==> config.mk <==
export PLATFORM = sky130hd
export DESIGN_NAME = dma4_regs
export DESIGN_NICKNAME = d
export VERILOG_FILES = /design/src/rtl/dma4_regs.sv
export SDC_FILE = /design/constraint.sdc
export NUM_CORES = 1
export LEC_CHECK = 0
export BUFFER_PORTS_ARGS = -buffer_cell sky130_fd_sc_hd__buf_2
export CAP_MARGIN = 40
export CORE_MARGIN = 1.5
export CORE_UTILIZATION = 55
export DETAILED_ROUTE_END_ITERATION = 10
export PLACE_DENSITY = 0.75
export SLEW_MARGIN = 20
export SYNTH_ARGS = -nofsm -noshare
export SYNTH_HDL_FRONTEND = slang
export SYNTH_SLANG_ARGS = --single-unit
==> constraint.sdc <==
create_clock -name clk -period 4.4 [get_ports clk]
set_input_delay 0.22 -clock clk [delete_from_list [all_inputs] [get_ports clk]]
set_output_delay 0.22 -clock clk [all_outputs]
set_load 0.1 [all_outputs]
==> src/rtl/dma4_regs.sv <==
module dma4_regs #(
  parameter int SHIFT = 0
) (
  input  logic        clk,
  input  logic        rst_n,
  input  logic        io_wr,
  input  logic        io_rd,
  input  logic        io_page,
  input  logic [4:0]  io_addr,
  input  logic [7:0]  io_wdata,
  output logic [7:0]  io_rdata,
  input  logic [3:0]  xfer_step,
  output logic [7:0]  cmd_o,
  output logic [3:0]  mask_o,
  output logic [31:0] page_o
);
  localparam int CW = 18;
  localparam logic [CW-1:0] UNIT = CW'(1) << SHIFT;

  logic [15:0]   base_a [4];
  logic [15:0]   base_c [4];
  logic [CW-1:0] cur_a  [4];
  logic [CW-1:0] cnt    [4];
  logic [CW-1:0] nxt    [4];
  logic [7:0]    mode   [4];
  logic [7:0]    page   [4];
  logic [7:0]    status, st_nx, cmd;
  logic [3:0]    mask, go;
  logic          ff;

  logic [3:0] idx;
  logic [1:0] ch, dch;
  logic       acc_ch, wr_ch, wr_ctl;
  assign idx    = 4'(io_addr >> SHIFT);
  assign ch     = idx[2:1];
  assign dch    = io_wdata[1:0];
  assign acc_ch = (io_wr || io_rd) && !io_page && !idx[3];
  assign wr_ch  = io_wr && !io_page && !idx[3];
  assign wr_ctl = io_wr && !io_page && idx[3];

  assign cmd_o  = cmd;
  assign mask_o = mask;
  assign page_o = {page[3], page[2], page[1], page[0]};

  always_comb begin
    logic [CW-1:0] v;
    if (idx[0])            v = ({2'b0, base_c[ch]} << SHIFT) - cnt[ch];
    else if (mode[ch][5])  v = cur_a[ch] - cnt[ch];
    else                   v = cur_a[ch] + cnt[ch];
    v = v >> (SHIFT + (ff ? 8 : 0));
    if (io_page)            io_rdata = '0;
    else if (idx == 4'h8)   io_rdata = status;
    else if (idx[3])        io_rdata = '0;
    else                    io_rdata = v[7:0];
  end

  always_comb begin
    for (int i = 0; i < 4; i++) begin
      go[i]  = xfer_step[i] && !mask[i] && !status[i] && !cmd[2];
      nxt[i] = cnt[i] + UNIT;
    end
    st_nx = status;
    if (io_rd && !io_page && idx == 4'h8) st_nx[3:0] = 4'h0;
    if (wr_ctl && idx == 4'h9) begin
      st_nx[{1'b1, dch}] = io_wdata[2];
      st_nx[{1'b0, dch}] = 1'b0;
    end
    if (wr_ctl && idx == 4'hD) st_nx = '0;
    for (int i = 0; i < 4; i++)
      if (go[i] && nxt[i] > ({2'b0, base_c[i]} << SHIFT)) st_nx[i] = 1'b1;
  end

  always_ff @(posedge clk or negedge rst_n) begin
    if (!rst_n) begin
      for (int i = 0; i < 4; i++) begin
        base_a[i] <= '0; base_c[i] <= '0; cur_a[i] <= '0;
        cnt[i] <= '0; mode[i] <= '0; page[i] <= '0;
      end
      status <= '0; cmd <= '0; mask <= 4'hF; ff <= 1'b0;
    end else begin
      status <= st_nx;
      for (int i = 0; i < 4; i++)
        if (go[i]) cnt[i] <= nxt[i];
      if (acc_ch) ff <= !ff;
      if (wr_ch) begin
        if (!ff) begin
          if (idx[0]) base_c[ch][7:0] <= io_wdata;
          else        base_a[ch][7:0] <= io_wdata;
        end else begin
          if (idx[0]) base_c[ch][15:8] <= io_wdata;
          else        base_a[ch][15:8] <= io_wdata;
          cur_a[ch] <= {2'b0, idx[0] ? base_a[ch] : {io_wdata, base_a[ch][7:0]}} << SHIFT;
          cnt[ch]   <= '0;
        end
      end
      if (wr_ctl) begin
        case (idx)
          4'h8: if ((io_wdata & 8'hFB) == 8'h00) cmd <= io_wdata;
          4'hA: mask[dch] <= io_wdata[2];
          4'hB: mode[dch] <= io_wdata;
          4'hC: ff <= 1'b0;
          4'hD: begin ff <= 1'b0; mask <= 4'hF; cmd <= '0; end
          4'hE: mask <= 4'h0;
          4'hF: mask <= io_wdata[3:0];
          default: ;
        endcase
      end
      if (io_wr && io_page) begin
        case (io_addr[2:0])
          3'd1: page[2] <= io_wdata;
          3'd2: page[3] <= io_wdata;
          3'd3: page[1] <= io_wdata;
          3'd7: page[0] <= io_wdata;
          default: ;
        endcase
      end
    end
  end

  assert_ptr_toggle_R3: assert property (@(posedge clk) disable iff (!rst_n)
    acc_ch |=> ff != $past(ff));

  assert_cmd_reject_R6: assert property (@(posedge clk) disable iff (!rst_n)
    (io_wr && !io_page && idx == 4'h8 && (io_wdata & 8'hFB) != 8'h00) |=> $stable(cmd_o));

  assert_master_clear_R9: assert property (@(posedge clk) disable iff (!rst_n)
    (io_wr && !io_page && idx == 4'hD && xfer_step == 4'h0)
      |=> (mask_o == 4'hF && cmd_o == 8'h00 && status == 8'h00 && !ff));

  assert_status_rd_clear_R10: assert property (@(posedge clk) disable iff (!rst_n)
    (io_rd && !io_page && idx == 4'h8 && xfer_step == 4'h0) |=> status[3:0] == 4'h0);

  for (genvar g = 0; g < 4; g++) begin : g_chk
    assert_masked_hold_R12: assert property (@(posedge clk) disable iff (!rst_n)
      (xfer_step[g] && mask_o[g] && !io_wr) |=> $stable(cnt[g]));
    assert_tc_from_step_R12: assert property (@(posedge clk) disable iff (!rst_n)
      $rose(status[g]) |-> ($past(xfer_step[g]) || $past(io_wr)));
  end
endmodule

==> results.md, run 1 <==
* Clk slew on worst S/H paths at 60 ps
* Worst-margin pin slew at approximately 870 ps
* Asr flop ratio synth at 1.00
* Fin crit share at 1.09
* Synth Flop Type: dfrtp_1
* Max stage delay on crit path at 520 ps
* First-pass GRT wire length at 84.8 mm
* Synth Area in Adders at 0.0676
* YS warnings at 0
* Fin Setup TNS at -1890 ps
* Placed cell count at 2,329
* Area of the multi-input gates at 10,500 µm²
* Synth Register Bits at 321
* Worst hold slack at 94.8 ps
* Leakage at 10.1 nW
* Gpl congestion at 0.972
* Placed Area at just over 20,000 µm²
* Antenna Nets Post-Route at 0
* Xor and xnor area share after synthesis at 0.0704
* CP Launch Type: flip-flop
* Nets at just over 2,000
* Iter 0 DRT Violations at 1,316
* Register area at 8040 µm²
* Hold Crit Class: in2reg
* Dpl hpwl at 38.3 mm
* Fmax at 0.209 GHz
* Vias in the first global route at 15,000
* Final core occ at 0.648
* Die ar. at 35,500 µm²
* Root Driver: clkbuf_16
* Critical Path RT at 4180 ps
* Final instance area at 21,900 µm²
* Initial Util at 0.561
* # fillers at 2,629
* Multiplexer share of the synthesized area at 0.166
* Dpl ws at -27.1 ps
* Setup CP Type: reg2out
* Slew margin rel. at 0.420
* Die width at 188 µm
* Compound-cell area share of the yosys netlist at 0.0840
* # H-tree levels at 2
* Vias per inst at ~6.2
* Via count of the routed design at approximately 15,000
* Post-Synth Simple-Gate Area at 0.148
* Syn_nets at 1,957
* Gr ovfl total at 0
* Clock Path Buffers at 3
* Pre-antenna DRT Iters at 8
* TritonCTS Buffers at 36
* Synthesized area at 18,900 µm²
* WL per Instance at between 20 and 25 µm
* Sink Count at roughly 320
* Post-synthesis sequential area ratio at 0.425
* Die height at 188 µm
* Max-Cap Viols at 0
* Fin. max-slew vios at 0
* Final WS setup at -379 ps
* Share of cells above drive strength 1 at 0.254
* Initial antenna violation count at 3
* Status: complete, but fails checks
* Arr. time, crit path at 4560 ps
* Tmin final at 4780 ps
* Overall global routing resource usage at 0.311
* Failing checks: negative setup slack
* Drt total wl at around 55 mm
* # DRC at 0
* Crit-path cells: mux4_2 -> nor4_4 -> buf_4 -> a31oi_2 -> xnor2_1 -> ha_2 -> buf_6 -> nand4_1 -> a21o_1 -> a21o_1 -> buf_4 -> buf_6 -> o21ai_2 -> xor2_1 -> o22ai_2 -> o21ai_2 -> buf_12
* Largest net degree at the start of global routing at 117
* Post-Synthesis Cells at 1,834
* Main combinational cell family by area after synthesis: multiplexers
* Final std cells w/o fill at roughly 2,400
* Worst skew pair latency at 540 ps
* Area grow syn2layout at 15.6%
* Cell Rows at 67
* Crit path capture type: output pin
* CTS tree: done
* Yosys cell types at 62
* Worst vdd ir at 0.389 mV
* # IOs at 74
* Clock Skews at 15.0 ps
* Number of port buffers at 72
* Final hold violations at 0
* Total chip power at between 10 and 15 mW
* Synth Area per Inst at 10.3 µm²
* Ratio of total power to cell area at ~580 nW/µm²
* Worst-path cell with the longest stage delay: mux4_2
* Setup violators final at 8
* Core footprint at between 30,000 and 40,000 µm²
* Post-synth EDFFs at 0
* CP max FO at 4
* RSZ-0062 raised after global routing: yes
## flip-flops by register name, summed over array words and instances, names as in the netlist
name and count:
mode 4, page_o 32, cmd_o 8, base_a 64, mask_o 4, ff 1, cnt 72, base_c 64
cur_a 64, status 8
## what timing repair did
item                       CTS  global route
buffers inserted            17             4
pin swaps                   32            21
gates resized for setup     40            18
setup endpoints to repair    8             8
hold endpoints to repair   106             0
hold buffers                 1             0
## cell families after synthesis
kind of cell	after synthesis
AND/OR/NAND/NOR	584
XOR/XNOR	152
multiplexers	221
adder cells (fa/ha/maj)	101
buffers and inverters	189
flip-flops	321
AO/OA/AOI/OAI	266
## synthesized netlist by cell type (19+ instances only)
cell	n	share of area
a21oi_1	111	0.029
clkbuf_1	64	0.013
dfrtp_1	317	0.42
ha_1	99	0.066
inv_1	100	0.020
mux2_2	152	0.091
mux4_2	57	0.068
nand2_1	195	0.039
nand2b_1	19	0.0063
nand3_1	53	0.014
nand4_1	21	0.0069
nor2_1	161	0.032
nor2b_1	19	0.0063
nor3_1	21	0.0056
o21ai_0	62	0.016
or3_1	19	0.0063
xnor2_1	74	0.034
xor2_1	78	0.036
## area by class of cell
type                            count  share of cell area
Timing Repair Buffer              160              0.0543
Inverter                          100              0.0172
Clock inverter                     15              0.0100
Sequential cell                   321               0.368
Multi-Input combinational cell   1324               0.478
Tap cell                          448              0.0257
Antenna cell                        2            0.000229
Clock buffer                       49              0.0462
## where the power goes
part | switching, mW | total [mW] | internal (mW)
clock network | 1.25 | 3.12 | 1.86
registers | 0.536 | 4.12 | 3.58
logic | 3.29 | 5.53 | 2.24
total | 5.08 | 12.8 | 7.68
## worst paths after layout
path                                  startpoint  depth (start not counted)  slack (ps)                      to
hold reg to reg            cur_a[58]$_DFFE_PN0P_                          2         470   cur_a[58]$_DFFE_PN0P_
setup reg to reg                cnt[0]$_DFF_PN0_                         14         450     status[3]$_DFF_PN0_
min in group asynchronous                  rst_n                          2         290  base_a[52]$_DFFE_PN0P_
max in group asynchronous                  rst_n                          3        2920       cnt[40]$_DFF_PN0_
hold / removal                        io_addr[3]                          2          90            ff$_DFF_PN0_
setup / recovery               cnt[57]$_DFF_PN0_                         17        -380             io_rdata[5]
## critical path: cells and delay by family (launching register included)
kind	cells	cell delay [ps]
multiplexers	1	520
AO/OA/AOI/OAI	6	1020
adder cells (fa/ha/maj)	1	350
XOR/XNOR	2	340
buffers and inverters	5	790
AND/OR/NAND/NOR	2	580
flip-flops	1	410
## cell usage in the layout, fill, tap and decap left out, types with 8 or more instances in the layout
cell,synthesis,routed
nand4b_1,17,17
xnor2_1,74,72
ha_1,99,95
o41ai_1,8,8
dfrtp_1,317,312
nand4_1,21,21
o211ai_1,9,9
mux2i_1,11,11
buf_2,13,64
or3_1,19,19
nand3_1,53,52
nor4_1,9,8
inv_1,100,99
mux4_2,57,58
buf_12,0,10
o21ai_0,62,55
o21a_1,9,9
nand2b_1,19,18
nor2_1,161,154
a21oi_1,111,101
clkbuf_16,0,36
xor2_1,78,77
nor2b_1,19,19
mux2_2,152,152
nand2_1,195,194
nor3_1,21,19
and3_1,17,17
buf_4,2,81
a21o_1,17,17
a31oi_1,11,9
a211oi_1,13,9
## layer usage
layer  track usage  part of all wire  wire length, µm
met5             0           0.00035               19
met1         0.422              0.41            22400
met3        0.0633             0.081             4440
met2         0.482              0.46            25000
met4         0.150             0.049             2660
Power figures use the tool's default switching activity.
==> run 2, diff against run 1 <==
Settings changed: MAX_ROUTING_LAYER set to met4.
==> results.md, run 2 (same netlist as run 1, synthesis figures left out) <==
* Status: complete, but fails checks
* Failing checks: negative setup slack
* CP Launch Type: flip-flop
* Share of cells above drive strength 1 at 0.257
* Comb pwr share at 0.437
* Worst hold slack at 71.6 ps
* Final WS setup at -275 ps
* Antenna Nets Post-Route at 0
* # IOs at 74
* Die width at 188 µm
* Via count of the routed design at 14,900
* Hold Crit Class: in2reg
* Area grow syn2layout at 16.1%
* Number of port buffers at 72
* Overall global routing resource usage at 0.319
* Nets at 2,073
* Fmax at 0.214 GHz
* Clock Skews at 10.8 ps
* Crit path capture type: output pin
* Die height at 188 µm
* WL per Instance at 22.3 µm
* Hold path depth at 3
* Worst skew pair latency at 530 ps
* Gr ovfl total at 0
* Final hold violations at 0
* Min-Delay Endpoint: ff$_DFF_PN0_
* Switching share of power at 0.396
* Placed Area at between 20,000 and 25,000 µm²
* Drt total wl at between 50 and 60 mm
* Cell Rows at 67
* Gpl congestion at 0.972
* Arr. time, crit path at 4460 ps
* Critical Path RT at 4180 ps
* Tmin final at about 4700 ps
* Iter 0 DRT Violations at approximately 1,600
* TritonCTS Buffers at 38
* Int Pwr at between 7 and 8 mW
* Worst r2r src: cnt[0]$_DFF_PN0_
* Pre-antenna DRT Iters at 6
* Largest net degree at the start of global routing at 110
* Dpl hpwl at 38.2 mm
* Max reg flops at 72
* Leakage at 10.1 nW
* Flop pwr share at 0.317
* FF-to-FF setup slack at 410 ps
* Area of the multi-input gates at between 10,000 and 15,000 µm²
* Setup CP Type: reg2out
* Vias per inst at between 6 and 7
* Die ar. at 35,500 µm²
* Ratio of total power to cell area at 585 nW/µm²
* Sink Count at 321
* CTS tree: done
* Root Driver: clkbuf_16
* # DRC at 0
* Slew margin rel. at 0.428
* Clk slew on worst S/H paths at 60 ps
* Net Switching at 5.08 mW
* RSZ-0062 raised after global routing: yes
* Dpl ws at between 20 and 25 ps
* Reg2reg path depth at 14
* Clock power share at 0.247
* Final instance area at 21,900 µm²
* Worst-margin pin slew at 855 ps
* Initial antenna violation count at 2
* Most common cell after layout, fill and taps aside: dfrtp_1
* Total chip power at 12.8 mW
* Setup violators final at 7
* Vias in the first global route at 14,700
* Min-delay src: io_rd
* Worst R2R End: status[3]$_DFF_PN0_
* # fillers at 2,645
* Reg with most FFs: cnt
* Core footprint at 33,700 µm²
* CP max FO at 4
* Fin. max-slew vios at 0
* Initial Util at 0.561
* Max-Cap Viols at 0
* First-pass GRT wire length at 84.3 mm
* Final core occ at 0.651
* Commonest non-fill, non-tap cells in the layout: 313 x dfrtp_1, 193 x nand2_1, 154 x nor2_1
* Fin crit share at 1.06
* # H-tree levels at 2
* Clock Path Buffers at 3
* Register area at 8040 µm²
* Worst vdd ir at 0.615 mV
## run 2: cell count changes in the layout (fill, tap and decap cells not counted), sizes merged
cell and change:
clkbuf +4, inv +2, clkinvlp +1, bufinv -1, buf +5, clkinv -5
## run 2: worst max-delay path by stage
stage / startpoint / to / slack, ps / cells past startpoint
after floorplan: io_addr[2] / io_rdata[6] / 0.8 / 19
after global placement: io_addr[1] / io_rdata[7] / 130 / 17
after detailed placement: io_addr[1] / io_rdata[6] / 20 / 17
after CTS: cnt[56]$_DFF_PN0_ / io_rdata[6] / -290 / 15
after global routing: cnt[21]$_DFF_PN0_ / io_rdata[6] / -370 / 16
final: cnt[21]$_DFF_PN0_ / io_rdata[5] / -280 / 17
## run 2: layout make-up
class / instances / area share
antenna: 2 / 0.000228
clock buffer: 53 / 0.0495
sequential: 321 / 0.366
timing repair buffer: 165 / 0.0567
multi-input combinational: 1324 / 0.477
inverter: 100 / 0.0171
clock inverter: 12 / 0.00747
tap: 448 / 0.0255
## run 2: metal layers
layer | global-route usage | up-vias | wire length, µm
met2 | 0.475 | 614 | 24400
met1 | 0.444 | 7503 | 23400
met5 | - | - | 0
li1 | - | 6687 | -
met3 | 0.0423 | 141 | 4000
met4 | 0.130 | 0 | 2370
## run 2: timing repair
item                                    4_1_cts  5_1_grt
setup buffers                                15        6
pin swaps                                    25       16
hold endpoints to repair                     96        0
endpoints found under the setup margin        8        8
hold buffers                                  1        0
resized for setup                            48       17
cloned                                        0        0
## run 2: critical path, cell delays in order, from the launching register on
cell	delay [ps]
dfrtp_2	420
mux4_2	520
nor4_4	380
buf_4	220
a31oi_1	110
xnor2_1	160
ha_1	390
o21ai_4	90
nor2_4	170
nor4_1	70
a21o_1	240
buf_6	130
buf_6	110
o21ai_2	120
xor2_1	200
o22ai_2	110
o21ai_2	250
buf_12	220
## run 2: power groups by stage
| stage | Sequential, mW | Clock [mW] | Combinational [mW] |
|---|---|---|---|
| final | 4.07 | 3.17 | 5.61 |
| after global routing | 4.13 | 3.31 | 6.01 |
| after CTS | 4.06 | 3.20 | 5.38 |
| after detailed placement | 4.12 | 0 | 5.03 |
| after global placement | 4.08 | 0 | 4.90 |
| after floorplan | 4.55 | 0 | 3.07 |
## run 2: stage by stage
step / cells / setup TNS, ps
3_3_place_gp: 2329 / 0
2_1_floorplan: 1834 / 0
6_report: 2425 / -1190
4_1_cts: 2412 / -1060
3_5_place_dp: 2332 / 0
5_1_grt: 2425 / -1960
